==> src/rtl/mdio_pkg.sv <==
package mdio_pkg;
  // Register geometry: these bit positions are decoded by host software.
  localparam int REG_W    = 32;
  localparam int GO_BIT   = 31;
  localparam int WR_BIT   = 30;
  localparam int IDLE_BIT = 31;
  localparam int ENA_BIT  = 30;

  localparam logic SEL_CTRL   = 1'b0;
  localparam logic SEL_ACCESS = 1'b1;

  // Strobes from the sequencer to the datapath.
  typedef struct packed {
    logic active;    // transaction in progress
    logic load;      // capture a new frame
    logic shiftOut;  // falling management clock edge, advance frame
    logic sampleIn;  // rising management clock edge, sample input
    logic finish;    // last falling edge, transaction ends
  } mdioStrb_t;
endpackage

==> src/rtl/mdio_ctrl.sv <==
module mdio_ctrl
  import mdio_pkg::*;
#(
  parameter int DIV_W     = 8,
  parameter int FRAME_LEN = 64,
  localparam int IDX_W    = $clog2(FRAME_LEN)
) (
  input  logic             clk,
  input  logic             rstN,
  input  logic             ctrlWrite,
  input  logic             accWrite,
  input  logic             goBit,
  input  logic             enaIn,
  input  logic [DIV_W-1:0] divIn,
  output logic             enable,
  output logic [DIV_W-1:0] divider,
  output logic             mdc,
  output mdioStrb_t        strb,
  output logic [IDX_W-1:0] bitIdx
);
  localparam logic [IDX_W-1:0] LAST_IDX = IDX_W'(FRAME_LEN - 1);

  logic             enableQ;
  logic [DIV_W-1:0] divQ;
  logic [DIV_W-1:0] divLatch;
  logic [DIV_W-1:0] divCnt;
  logic             runQ;
  logic             mdcQ;
  logic [IDX_W-1:0] bitCnt;
  logic             goReq;
  logic             tick;

  assign goReq = accWrite && goBit && enableQ && !runQ;
  assign tick  = runQ && (divCnt == divLatch);

  always_comb begin
    strb.active   = runQ;
    strb.load     = goReq;
    strb.sampleIn = tick && !mdcQ;
    strb.shiftOut = tick && mdcQ && (bitCnt != LAST_IDX);
    strb.finish   = tick && mdcQ && (bitCnt == LAST_IDX);
  end

  always_ff @(posedge clk or negedge rstN) begin
    if (!rstN) begin
      enableQ  <= 1'b0;
      divQ     <= '0;
      divLatch <= '0;
      divCnt   <= '0;
      runQ     <= 1'b0;
      mdcQ     <= 1'b0;
      bitCnt   <= '0;
    end else begin
      if (ctrlWrite) begin
        enableQ <= enaIn;
        divQ    <= divIn;
      end
      if (goReq) begin
        runQ     <= 1'b1;
        divLatch <= divQ;
        divCnt   <= '0;
        mdcQ     <= 1'b0;
        bitCnt   <= '0;
      end else if (runQ) begin
        if (tick) begin
          divCnt <= '0;
          mdcQ   <= !mdcQ;
          if (mdcQ) begin
            if (bitCnt == LAST_IDX) runQ <= 1'b0;
            else                    bitCnt <= bitCnt + 1'b1;
          end
        end else begin
          divCnt <= divCnt + 1'b1;
        end
      end
    end
  end

  assign enable  = enableQ;
  assign divider = divQ;
  assign mdc     = mdcQ;
  assign bitIdx  = bitCnt;

  // clock rests low outside a transaction
  a_r4_mdc_low_idle: assert property (@(posedge clk) disable iff (!rstN)
    !runQ |-> !mdcQ);
  // clock level holds between divider terminal counts
  a_r4_mdc_hold: assert property (@(posedge clk) disable iff (!rstN)
    runQ && $past(runQ) && (divCnt != '0) |-> $stable(mdcQ));
  // a transaction only starts from the enabled state
  a_r8_start_enabled: assert property (@(posedge clk) disable iff (!rstN)
    $rose(runQ) |-> $past(enableQ));
  // busy ends only after the last frame bit
  a_r3_full_frame: assert property (@(posedge clk) disable iff (!rstN)
    $fell(runQ) |-> ($past(bitCnt) == LAST_IDX));
endmodule

==> src/rtl/mdio_datapath.sv <==
module mdio_datapath
  import mdio_pkg::*;
#(
  parameter int ADDR_W    = 5,
  parameter int DATA_W    = 16,
  parameter int PRE_LEN   = 32,
  localparam int FRAME_LEN = PRE_LEN + 6 + 2 * ADDR_W + DATA_W,
  localparam int IDX_W     = $clog2(FRAME_LEN)
) (
  input  logic              clk,
  input  logic              rstN,
  input  mdioStrb_t         strb,
  input  logic [IDX_W-1:0]  bitIdx,
  input  logic              accWrite,
  input  logic              wrIn,
  input  logic [ADDR_W-1:0] phyIn,
  input  logic [ADDR_W-1:0] regIn,
  input  logic [DATA_W-1:0] dataIn,
  input  logic              mdioIn,
  output logic              mdioOut,
  output logic              mdioOe,
  output logic              wrFlag,
  output logic [ADDR_W-1:0] phyAddr,
  output logic [ADDR_W-1:0] regAddr,
  output logic [DATA_W-1:0] dataVal
);
  localparam int TA_IDX   = FRAME_LEN - DATA_W - 2;
  localparam int DATA_IDX = FRAME_LEN - DATA_W;

  logic [FRAME_LEN-1:0] frameQ;
  logic [FRAME_LEN-1:0] nextFrame;
  logic                 isReadQ;
  logic                 wrFlagQ;
  logic [ADDR_W-1:0]    phyQ;
  logic [ADDR_W-1:0]    regQ;
  logic [DATA_W-1:0]    dataQ;
  logic [DATA_W-1:0]    rdShiftQ;

  always_comb begin
    nextFrame = {{PRE_LEN{1'b1}}, 2'b01, (wrIn ? 2'b01 : 2'b10),
                 phyIn, regIn, 2'b10,
                 (wrIn ? dataIn : {DATA_W{1'b1}})};
  end

  always_ff @(posedge clk or negedge rstN) begin
    if (!rstN) begin
      frameQ   <= '0;
      isReadQ  <= 1'b0;
      wrFlagQ  <= 1'b0;
      phyQ     <= '0;
      regQ     <= '0;
      dataQ    <= '0;
      rdShiftQ <= '0;
    end else begin
      if (strb.load) begin
        frameQ   <= nextFrame;
        isReadQ  <= !wrIn;
        rdShiftQ <= '0;
      end else if (strb.shiftOut) begin
        frameQ <= {frameQ[FRAME_LEN-2:0], 1'b1};
      end
      if (accWrite && !strb.active) begin
        wrFlagQ <= wrIn;
        phyQ    <= phyIn;
        regQ    <= regIn;
        dataQ   <= dataIn;
      end
      if (strb.sampleIn && (bitIdx >= IDX_W'(DATA_IDX))) begin
        rdShiftQ <= {rdShiftQ[DATA_W-2:0], mdioIn};
      end
      if (strb.finish && isReadQ) begin
        dataQ <= rdShiftQ;
      end
    end
  end

  assign mdioOut = frameQ[FRAME_LEN-1];
  assign mdioOe  = strb.active && !(isReadQ && (bitIdx >= IDX_W'(TA_IDX)));
  assign wrFlag  = wrFlagQ;
  assign phyAddr = phyQ;
  assign regAddr = regQ;
  assign dataVal = dataQ;

  // stored fields are frozen while a transaction runs
  a_r7_fields_frozen: assert property (@(posedge clk) disable iff (!rstN)
    strb.active && $past(strb.active) |->
      $stable(phyQ) && $stable(regQ) && $stable(wrFlagQ) && $stable(dataQ));
  // the driven bit moves only on a falling management clock edge
  a_r5_change_on_fall: assert property (@(posedge clk) disable iff (!rstN)
    strb.active && $past(strb.active) && !$past(strb.shiftOut) |->
      $stable(frameQ[FRAME_LEN-1]));
endmodule

==> src/rtl/mdio_master.sv <==
module mdio_master
  import mdio_pkg::*;
#(
  parameter int DIV_W   = 8,
  parameter int ADDR_W  = 5,
  parameter int DATA_W  = 16,
  parameter int PRE_LEN = 32
) (
  input  logic             clk,
  input  logic             rstN,
  input  logic             regWrEn,
  input  logic             regSel,
  input  logic [REG_W-1:0] regWrData,
  output logic [REG_W-1:0] ctrlRdData,
  output logic [REG_W-1:0] accRdData,
  output logic             mdc,
  output logic             mdioOut,
  output logic             mdioOe,
  input  logic             mdioIn
);
  localparam int FRAME_LEN = PRE_LEN + 6 + 2 * ADDR_W + DATA_W;
  localparam int IDX_W     = $clog2(FRAME_LEN);
  localparam int PHY_LSB   = DATA_W;
  localparam int REGA_LSB  = DATA_W + ADDR_W;
  localparam int ACC_PAD   = REG_W - 2 - 2 * ADDR_W - DATA_W;
  localparam int CTL_PAD   = REG_W - 2 - DIV_W;

  logic              ctrlWrite;
  logic              accWrite;
  logic              enable;
  logic [DIV_W-1:0]  divider;
  mdioStrb_t         strb;
  logic [IDX_W-1:0]  bitIdx;
  logic              wrFlag;
  logic [ADDR_W-1:0] phyAddr;
  logic [ADDR_W-1:0] regAddr;
  logic [DATA_W-1:0] dataVal;
  logic              unusedBits;

  assign ctrlWrite  = regWrEn && (regSel == SEL_CTRL);
  assign accWrite   = regWrEn && (regSel == SEL_ACCESS);
  assign unusedBits = ^regWrData;

  mdio_ctrl #(.DIV_W(DIV_W), .FRAME_LEN(FRAME_LEN)) i_ctrl (
    .clk       (clk),
    .rstN      (rstN),
    .ctrlWrite (ctrlWrite),
    .accWrite  (accWrite),
    .goBit     (regWrData[GO_BIT]),
    .enaIn     (regWrData[ENA_BIT]),
    .divIn     (regWrData[DIV_W-1:0]),
    .enable    (enable),
    .divider   (divider),
    .mdc       (mdc),
    .strb      (strb),
    .bitIdx    (bitIdx)
  );

  mdio_datapath #(.ADDR_W(ADDR_W), .DATA_W(DATA_W), .PRE_LEN(PRE_LEN)) i_dp (
    .clk      (clk),
    .rstN     (rstN),
    .strb     (strb),
    .bitIdx   (bitIdx),
    .accWrite (accWrite),
    .wrIn     (regWrData[WR_BIT]),
    .phyIn    (regWrData[PHY_LSB +: ADDR_W]),
    .regIn    (regWrData[REGA_LSB +: ADDR_W]),
    .dataIn   (regWrData[DATA_W-1:0]),
    .mdioIn   (mdioIn),
    .mdioOut  (mdioOut),
    .mdioOe   (mdioOe),
    .wrFlag   (wrFlag),
    .phyAddr  (phyAddr),
    .regAddr  (regAddr),
    .dataVal  (dataVal)
  );

  assign ctrlRdData = {enable && !strb.active, enable, {CTL_PAD{1'b0}}, divider};
  assign accRdData  = {strb.active, wrFlag, {ACC_PAD{1'b0}}, regAddr, phyAddr, dataVal};
endmodule

==> config.mk <==
export PLATFORM = sky130hd
export DESIGN_NAME = mdio_master
export DESIGN_NICKNAME = d
export VERILOG_FILES = /design/src/rtl/mdio_pkg.sv /design/src/rtl/mdio_ctrl.sv /design/src/rtl/mdio_datapath.sv /design/src/rtl/mdio_master.sv
export SDC_FILE = /design/constraint.sdc
export NUM_CORES = 1
export LEC_CHECK = 0
export ABC_CLOCK_PERIOD_IN_PS = 3100
export BUFFER_PORTS_ARGS = -buffer_cell sky130_fd_sc_hd__buf_2
export CORE_ASPECT_RATIO = 1.4
export CORE_MARGIN = 10
export CORE_UTILIZATION = 58
export CTS_CLUSTER_SIZE = 10
export DETAILED_ROUTE_END_ITERATION = 7
export PLACE_DENSITY = 0.82
export REMOVE_ABC_BUFFERS = 1
export SLEW_MARGIN = 25
export SYNTH_ARGS = -nofsm -noshare
export SYNTH_HDL_FRONTEND = slang
export SYNTH_SLANG_ARGS = --single-unit
==> constraint.sdc <==
create_clock -name clk -period 3.1 [get_ports clk]
set_input_delay 0.155 -clock clk [delete_from_list [all_inputs] [get_ports clk]]
set_output_delay 0.155 -clock clk [all_outputs]
set_load 0.01 [all_outputs]
==> flow_summary.toml <==
[outcome]
status = "completed"

[synthesis]
avgSynthCellArea_um2 = 9.70
yosys.area.top_type = "dfrtp_1"
yosysTopAreaCellShare = 0.561
synth_top_flop_cell = "dfrtp_1"
ys_seq_area_frac = 0.561
synth_area_um2 = 6290
ys_warn_count = 0
synthArstFlopShare = 1.00
netlist_instances = 648
ys_ff_latch = 141
synth-edff-count = 0
yosys-top-cells-area = "dfrtp_1 (56%), nand2_1 (11%), o21ai_0 (4.7%), buf_4 (3.5%), mux2_2 (2.5%)"
yosysUniqueCellTypes = 51

[setup_path]
reg2reg_depth = 7
cp_slowest_cell = "or3_1"
r2r_start = "i_ctrl.bitIdx[1]$_DFFE_PN0P_"
required_ns = 3.42
rrSetupSlack_ns = 0.42
cp-end-kind = "flip-flop"
timing.rr.end = "i_dp.frameQ[15]$_DFFE_PN0P_"
crit_arrival_ns = 3.00
crit_type = "reg -> reg"
crit_chain = "ha_1 -> nand3_2 -> o2111ai_1 -> or3_1 -> buf_4 -> nand2_1 -> a32oi_1"
cpPeakStageDelay_ns = 0.54
start_kind = "flip-flop"
critPathMaxFanout = 43

[floorplan]
core_um2 = 10500
dieArea_um2 = 15500
ios = 104
die_w_um = 108
start_util = 0.598
fp.dieH_um = 143
rows = 44

[drt]
drc = 0
wl_per_cell_um = 17.5
vias_per_cell = 5.76
ant_nets = 0
drtIter0Drc = 357
vias = 4987
wl_um = 15100
first_pass_iters = 4

[pwr]
finalPower_mw = 7.20
peakVddDrop_mv = 0.570
pwr_density_cell_nw_per_um2 = 974
p_leak_nw = 3.46

[grt]
grt_pass1_wl_um = 24400
grt_overflow = 0
grt_max_degree = 91
grt_pass1_vias = 4969
antenna_found_initial = 0
grt_usage = 0.195

[clock_network]
cts_tree = "yes"
clkSinkCount = 141
clk_pin_slew_worst_paths_ns = 0.06
cts_buffers = 17
ctsHtreeMaxLevel = 4
clock_latency_ns = 0.41
cts_resized = 0
cts-root-buf = "clkbuf_16"
cts_max_path_buffers = 2

[hold_path]
min_to = "i_dp.frameQ[11]$_DFFE_PN0P_"
hold_path_class = "in -> reg"
min_from = "regWrData[11]"
worstHoldPathCells = 3

[finish]
final_cell_mix = "nand2_1 (179), dfrtp_1 (141), buf_2 (72)"
final_area_um2 = 7400
antenna_cells = 0
fillers = 711
area_delta_synth_final_pct = 17.6
seq_area_um2 = 3530
multi_input_area_um2 = 2430
layout_commonest_cell = "nand2_1"
drive_above_1_share = 0.187
fin_nets = 755

[timing]
finalCritPeriodShare = 0.864
rsz0062_at_grt = "no"
hold_viol = 0
finalClockSkew_ns = 0.00578
maxSlewViolCount = 0
maxSlewHeadroom = 0.449
setup_violations = 0
clock.fmax_mhz = 373
worstMarginPinSlew_ns = 0.824
period_needed_ns = 2.68

[place]
gp_congestion = 0.917
dp_hpwl_um = 9340
portBuffers = 73
place_area_um2 = 6670

[flow_run]
cap_violations = 0
==> per-stage QoR <==
stage	utilization	TNS, ns	hold slack [ns]	setup slack [ns]	instances
2_1_floorplan	-	-112.58	-0.141	-1.96	602
6_report	0.703	0	0.0137	0.422	866
4_1_cts	0.703	0	0.00322	0.456	866
3_5_place_dp	0.634	0	0.282	0.506	823
5_1_grt	0.703	0	0.0223	0.216	866
3_3_place_gp	0.634	0	0.269	0.649	823
==> cells in the mapped netlist, types with 2 or more instances <==
cell type / number
nor4_1: 3
dfrtp_1: 141
a32oi_1: 9
nand3_1: 19
nor2_1: 11
inv_1: 14
a22o_1: 6
o21bai_1: 3
buf_4: 29
buf_2: 6
nor3_1: 16
nor2b_1: 2
a21oi_1: 12
nand2b_1: 2
buf_1: 3
a22oi_1: 9
and3_1: 3
ha_1: 3
nand2_1: 179
xnor2_1: 13
a31oi_1: 7
o21ai_1: 3
mux2_2: 14
a21o_1: 7
o21ai_0: 59
nor3b_1: 7
or3_1: 3
a221o_1: 11
clkbuf_1: 32
==> critical path: cells and delay by family, from the launching register on <==
kind | cells | cell delay [ns]
adder cells (fa/ha/maj) | 1 | 0.23
AO/OA/AOI/OAI | 2 | 0.62
buffers and inverters | 1 | 0.49
flip-flops | 1 | 0.44
AND/OR/NAND/NOR | 3 | 0.79
==> timing repair <==
item                      CTS  global route
setup buffers               0             0
hold endpoints to repair  104             0
hold buffers               11             0
==> cell type report <==
class,count,share of cell area
clock buffers,19,0.0599
clock inverters,13,0.0232
inverters,14,0.00710
multi-input cells,447,0.329
flip-flops and latches,141,0.477
well taps,138,0.0233
repair buffers,94,0.0803
==> report_power, final <==
group	switching [mW]	total, mW	internal [mW]
Clock	0.754	2.11	1.36
Combinational	1.08	1.90	0.821
Sequential	0.556	3.19	2.64
==> worst max-delay path by stage <==
stage                                            start                          end
after floorplan                  i_ctrl.runQ$_DFF_PN0_  i_dp.frameQ[29]$_DFFE_PN0P_
after global routing      i_ctrl.bitIdx[1]$_DFFE_PN0P_  i_dp.frameQ[15]$_DFFE_PN0P_
final                     i_ctrl.bitIdx[1]$_DFFE_PN0P_  i_dp.frameQ[15]$_DFFE_PN0P_
after global placement    i_ctrl.bitIdx[0]$_DFFE_PN0P_   i_dp.frameQ[9]$_DFFE_PN0P_
after detailed placement  i_ctrl.bitIdx[1]$_DFFE_PN0P_   i_dp.frameQ[6]$_DFFE_PN0P_
after CTS                 i_ctrl.bitIdx[1]$_DFFE_PN0P_  i_dp.frameQ[15]$_DFFE_PN0P_
==> metal layers <==
layer  share of wire  track usage  vias up
met4           0.025       0.0867        0
met2            0.51        0.318      202
met1            0.39        0.231     2470
li1                -            -     2281
met3           0.075       0.0595       34
met5               0            0        -
==> sequential cells by signal, indices dropped and copies added (netlist names), 5 cells and up <==
name / flops
i_dp.frameQ: 64
i_dp.regAddr: 5
i_ctrl.divLatch: 8
i_ctrl.bitIdx: 6
i_dp.dataVal: 16
i_dp.phyAddr: 5
i_dp.rdShiftQ: 16
i_ctrl.divider: 8
i_ctrl.divCnt: 8
==> logic make-up after synthesis <==
family | count (synthesis) | synth area share
AO/OA/AOI/OAI | 135 | 0.138
XOR/XNOR | 14 | 0.0195
adder cells (fa/ha/maj) | 3 | 0.00597
buffers and inverters | 85 | 0.0704
flip-flops | 141 | 0.561
multiplexers | 15 | 0.0267
other | 1 | 0.000596
AND/OR/NAND/NOR | 254 | 0.177
(Power assumes the default switching activity.)
